### src/rtl/exc_entry.sv
module exc_entry #(
  parameter logic [31:0] PROC_ID    = 32'h0000_8100,
  parameter int          INSN_BYTES = 2
) (
  input  logic        clk,
  input  logic        rst_n,
  input  logic [31:0] cur_pc,
  input  logic        trap_req,
  input  logic [4:0]  trap_vec,
  input  logic        illegal_req,
  input  logic        zdiv_req,
  input  logic        fpu_req,
  input  logic [5:0]  fpu_flags,
  input  logic        irq_req,
  input  logic [3:0]  irq_lvl,
  input  logic        halt_req,
  input  logic [4:0]  sr_idx,
  input  logic        sr_we,
  input  logic [31:0] sr_wdata,
  output logic [31:0] sr_rdata,
  output logic        redirect_valid,
  output logic [31:0] redirect_pc,
  output logic [1:0]  halt_state
);
  localparam logic [31:0] PSW_WMASK = 32'h000F_F3FF;
  localparam logic [31:0] PSW_RESET = 32'h0000_8000;
  localparam logic [31:0] RET_OFS   = 32'(INSN_BYTES);

  logic [31:0] eipc, eipsw, fepc, fepsw, ecr, psw;
  logic [1:0]  hstate;
  logic        redir_q;
  logic [31:0] redir_pc_q;

  wire running = (hstate == 2'd0);
  wire asleep  = (hstate == 2'd1);
  wire dead    = (hstate == 2'd2);
  wire fpu_exc = fpu_req & (|fpu_flags[5:2]);
  wire sync_any = running & (illegal_req | zdiv_req | fpu_exc | trap_req);
  wire irq_ok  = (running | asleep) & irq_req & ~psw[12] & ~psw[14] & ~psw[15]
                 & (irq_lvl >= psw[19:16]);
  wire take_sync = sync_any & ~psw[15];
  wire go_fatal  = sync_any & psw[15];
  wire take_irq  = irq_ok & ~sync_any;
  wire enter     = take_sync | take_irq;
  wire use_fatal = take_sync & psw[14];
  wire is_trap   = ~illegal_req & ~zdiv_req & ~fpu_exc & trap_req;
  wire [31:0] flag_or = (running & fpu_req) ? {22'd0, fpu_flags, 4'd0} : 32'd0;

  logic [15:0] cause;
  logic [31:0] tgt_pc, ret_pc, psw_entry, psw_plain;

  always_comb begin
    cause  = {8'hFE, irq_lvl, 4'h0};
    tgt_pc = {24'hFFFFFE, irq_lvl, 4'h0};
    if (sync_any) begin
      if (illegal_req) begin
        cause = 16'hFF90; tgt_pc = 32'hFFFF_FF90;
      end else if (zdiv_req) begin
        cause = 16'hFF80; tgt_pc = 32'hFFFF_FF80;
      end else if (fpu_exc) begin
        tgt_pc = 32'hFFFF_FF60;
        if (fpu_flags[5])      cause = 16'hFF60;
        else if (fpu_flags[4]) cause = 16'hFF70;
        else if (fpu_flags[3]) cause = 16'hFF68;
        else                   cause = 16'hFF64;
      end else begin
        cause  = 16'hFFA0 + {11'd0, trap_vec};
        tgt_pc = 32'hFFFF_FFA0 | {27'd0, trap_vec[4], 4'd0};
      end
    end
  end

  assign ret_pc = (take_sync & is_trap) ? cur_pc + RET_OFS : cur_pc;

  always_comb begin
    psw_entry = psw | flag_or;
    if (use_fatal) psw_entry[15] = 1'b1;
    else begin
      psw_entry[14] = 1'b1;
      psw_entry[12] = 1'b1;
    end
    if (take_irq) psw_entry[19:16] = (irq_lvl == 4'hF) ? 4'hF : irq_lvl + 4'd1;
  end

  assign psw_plain = ((sr_we && sr_idx == 5'd5) ? (sr_wdata & PSW_WMASK) : psw) | flag_or;

  always_ff @(posedge clk or negedge rst_n) begin
    if (!rst_n) begin
      eipc <= '0; eipsw <= '0; fepc <= '0; fepsw <= '0; ecr <= '0;
      psw <= PSW_RESET; hstate <= 2'd0; redir_q <= 1'b0; redir_pc_q <= '0;
    end else if (!dead) begin
      redir_q <= enter;
      if (enter) redir_pc_q <= tgt_pc;
      if (go_fatal)                               hstate <= 2'd2;
      else if (take_irq)                          hstate <= 2'd0;
      else if (running && halt_req && !take_sync) hstate <= 2'd1;
      if (enter) begin
        psw <= psw_entry;
        if (use_fatal) begin
          fepc <= ret_pc; fepsw <= psw; ecr[31:16] <= cause;
        end else begin
          eipc <= ret_pc; eipsw <= psw; ecr[15:0] <= cause;
        end
      end else if (!go_fatal) begin
        psw <= psw_plain;
        if (sr_we) begin
          case (sr_idx)
            5'd0: eipc  <= sr_wdata;
            5'd1: eipsw <= sr_wdata;
            5'd2: fepc  <= sr_wdata;
            5'd3: fepsw <= sr_wdata;
            default: ;
          endcase
        end
      end
    end
  end

  always_comb begin
    case (sr_idx)
      5'd0: sr_rdata = eipc;
      5'd1: sr_rdata = eipsw;
      5'd2: sr_rdata = fepc;
      5'd3: sr_rdata = fepsw;
      5'd4: sr_rdata = ecr;
      5'd5: sr_rdata = psw;
      5'd6: sr_rdata = PROC_ID;
      default: sr_rdata = 32'd0;
    endcase
  end

  assign redirect_valid = redir_q;
  assign redirect_pc    = redir_pc_q;
  assign halt_state     = hstate;


  redirect_ep_chk: assert property (@(posedge clk) disable iff (!rst_n)
    redirect_valid |-> psw[14]);

  handler_range_chk: assert property (@(posedge clk) disable iff (!rst_n)
    redirect_valid |-> (&redirect_pc[31:9]));

  fatal_sticky_chk: assert property (@(posedge clk) disable iff (!rst_n)
    (halt_state == 2'd2) |=> (halt_state == 2'd2));

  fatal_novec_chk: assert property (@(posedge clk) disable iff (!rst_n)
    (halt_state == 2'd2) |-> !redirect_valid);

  sleep_nofatal_chk: assert property (@(posedge clk) disable iff (!rst_n)
    (halt_state == 2'd1) |=> (halt_state != 2'd2));
endmodule

### config.mk
export PLATFORM = sky130hd
export DESIGN_NAME = exc_entry
export DESIGN_NICKNAME = d
export VERILOG_FILES = /design/src/rtl/exc_entry.sv
export SDC_FILE = /design/constraint.sdc
export NUM_CORES = 1
export LEC_CHECK = 0
export ABC_AREA = 1
export BUFFER_PORTS_ARGS = -buffer_cell sky130_fd_sc_hd__buf_2
export CAP_MARGIN = 25
export CORE_MARGIN = 2
export CORE_UTILIZATION = 58
export CTS_CLUSTER_DIAMETER = 80
export DETAILED_ROUTE_END_ITERATION = 8
export MAX_ROUTING_LAYER = met4
export PLACE_DENSITY = 0.81
export SLEW_MARGIN = 20
export SYNTH_ARGS = -nofsm -noshare
export SYNTH_HDL_FRONTEND = slang
export SYNTH_SLANG_ARGS = --single-unit
export TNS_END_PERCENT = 100
### constraint.sdc
create_clock -name clk -period 2.9 [get_ports clk]
set_input_delay 0.725 -clock clk [delete_from_list [all_inputs] [get_ports clk]]
set_output_delay 0.725 -clock clk [all_outputs]
set_load 0.1 [all_outputs]
==> results.json <==
{
  "outcome": "finished with violations",
  "violations": "negative setup slack",
  "power_frac_seq_pct": 45.9,
  "r2r_slack_ns": 0.18,
  "grt_max_degree": 56,
  "netlist_instances": 1505,
  "die_area_um2": 18970,
  "dp_hpwl_mm": 23.88,
  "finalClockSkew_ns": 0.01044,
  "hold_class": "input pin to async pin",
  "final_cell_area_um2": 12950,
  "clk_latency_ns": 0.44,
  "io_pins": 160,
  "clockPowerShare_pct": 37.5,
  "fmax_mhz": 342.5,
  "synth_edf_count": 0,
  "p_sw_share_pct": 30.54,
  "place_area_um2": 12140,
  "dr.pass1.iters": 7,
  "worstReg2RegStart": "psw[19]",
  "grt-ovfl-total": 0,
  "p_comb_share_pct": 16.6,
  "die_h_um": 137.7,
  "hold_buffers": 0,
  "r2r-end": "fepc[16]",
  "relSlewSlack_pct": 31.40,
  "globalRoute.busiestLayer": "met2",
  "ctsRootBufferMaster": "clkbuf_16",
  "p_leak_nw": 7.066,
  "ys_types": 40,
  "nets": 1759,
  "ir_drop_uv": 614.1,
  "numCtsBuffers": 17,
  "globalplace.congestion": 0.9441,
  "track_usage_pct": 37.65,
  "vias": 10937,
  "drive_gt1_share_pct": 19.78,
  "layout_common_cells": "nand2_1 (803), dfrtp_1 (174), buf_2 (122)",
  "cp_max_fo": 7,
  "vias_per_cell": 5.762,
  "drtIter0Drc": 1356,
  "ant_nets": 0,
  "fin_crit_ns": 2.920,
  "synth_seq_area_share_pct": 42.23,
  "antenna_found_initial": 0,
  "grt_use_met2_pct": 58.10,
  "p_per_area_nw_per_um2": 512.1,
  "synthFlopType": "dfrtp_1",
  "critPathRequiredTime_ns": 2.17,
  "initial_core_util_pct": 59.56,
  "use_met1_pct": 48.38,
  "setup_viol": 2,
  "cp-start-kind": "input pin",
  "rows": 48,
  "met3_usage_pct": 8.131,
  "core-area_um2": 17420,
  "whs_ns": 0.2167,
  "layout.cells.most_common": "nand2_1",
  "routed_wirelength_mm": 34.90,
  "pre_cts_ws_ns": -0.002721,
  "p_sw_mw": 2.026,
  "ff2ff_path_depth": 13,
  "cts.reportedPaths.clkPinSlew_ns": 0.07,
  "worstPathArrival_ns": 2.19,
  "ys_warn_count": 0,
  "ys_async_sr_fraction_pct": 100.0,
  "worst_slack_ns": -0.01970,
  "htreeDepth": 4,
  "setup.worst_path.class": "input pin to output pin",
  "power.internal_mw": 4.608,
  "power_mw": 6.634,
  "grt_pass1_wl_mm": 52.53,
  "io_buffers": 155,
  "ys_seq_elements": 175,
  "diodes": 0,
  "route.detailed.drc": 0,
  "critPathCaptureType": "output pin",
  "area_growth_pct": 24.88,
  "final_hold_viol_count": 0,
  "fin_crit_sh_pct": 100.7,
  "wl_per_cell_um": 18.39,
  "cts_buffer_depth": 2,
  "grt_pass1_vias": 10274,
  "dieWidth_um": 137.7,
  "tightest_slew_ns": 1.027,
  "syn_area_um2": 10370,
  "cts.sinks": 175,
  "rsz0062_at_grt": "yes",
  "postSynthAreaPerCell_um2": 6.893,
  "maxCapViolations": 0,
  "cts_tree": "done",
  "drv_slew": 0
}
## area by class of cell
type                       instances  area, um^2
clock buffer                      18       439.2
clock inverter                    14       190.2
fill                            1311        4462
inverter                          94       357.8
multi-input combinational       1154        5361
sequential                       175        4380
tap                              225       281.5
timing repair buffer             218        1944
## cells by family (layout without fill, tap and decap cells)
| logic type | count (synthesis) | in the layout | share of synthesized area (%) |
|---|---|---|---|
| simple gates | 978 | 978 | 38.42 |
| buf+inv | 179 | 344 | 8.443 |
| flops | 175 | 175 | 42.23 |
| compound gates | 155 | 155 | 9.227 |
| xor+xnor | 11 | 11 | 0.9287 |
| fa+ha+maj | 6 | 6 | 0.7237 |
| other cells | 1 | 4 | 0.03615 |
## metrics by stage
step,util [%],instances,TNS [ns]
6_report,74.38,1898,-0.02790
5_1_grt,74.38,1898,-0.3254
4_1_cts,73.38,1893,0
3_5_place_dp,69.73,1861,-0.002721
3_3_place_gp,69.73,1861,0
2_1_floorplan,-,1508,-1.667
## flip-flops by register name (all words and copies together), names as in the netlist
| name | flops |
|---|---|
| psw | 18 |
| redirect_pc | 6 |
| fepc | 32 |
| redirect_valid | 1 |
| halt_state | 2 |
| fepsw | 32 |
| eipc | 32 |
| ecr | 20 |
| eipsw | 32 |
## power groups by stage
stage	logic, mW	clock network, mW	registers, mW
floorplan	0.684	0	2.99
global placement	1.03	0	3.04
detailed placement	1.07	0	3.05
CTS	1.08	2.47	3.02
global route	1.22	2.58	3.07
finish	1.10	2.49	3.04
## critical path, stage by stage
cell       delay [ns]
buf_2            0.12
inv_1            0.07
nor2_1           0.04
inv_1            0.12
nor2_4           0.08
buf_12           0.14
clkbuf_16        0.16
a221oi_1         0.32
nand3_2          0.19
buf_12           0.22
## synthesized netlist by cell type, types with 13 or more instances
library cell  instances  area (um^2)
buf_4                38        285.3
dfrtp_1             174         4354
o21ai_0              69        345.3
a21oi_1              13        65.06
nand3_1              48        240.2
buf_2                25        125.1
a221oi_1             23        201.4
o21ai_1              23        115.1
clkbuf_1             17        63.81
nor2_1               68        255.2
inv_1                86        322.8
nand2_1             811         3044
## per-layer routing
layer / up-vias / routed length, um
met5: - / 0
met1: 5112 / 13370
met4: 0 / 1330
li1: 5028 / -
met2: 667 / 16390
met3: 130 / 3809
## repair_timing
| item | 4_1_cts | 5_1_grt |
|---|---|---|
| resized for setup | 1 | 18 |
| endpoints found under the hold margin | 0 | 0 |
| buffers inserted | 0 | 3 |
| gates cloned | 0 | 2 |
| setup endpoints to repair | 1 | 25 |
| pin swaps | 0 | 8 |
## how the worst max path moves through the flow
stage	startpoint	end	slack (ns)	depth (start not counted)
floorplan	sr_idx[4]	sr_rdata[17]	-0.58	5
global placement	sr_idx[4]	sr_rdata[8]	0.04	10
detailed placement	irq_lvl[1]	fepc[13]	-0.003	15
CTS	sr_idx[4]	sr_rdata[16]	0.005	11
global route	sr_idx[1]	sr_rdata[2]	-0.08	10
finish	sr_idx[1]	sr_rdata[14]	-0.02	10
Power figures use the tool's default switching activity.
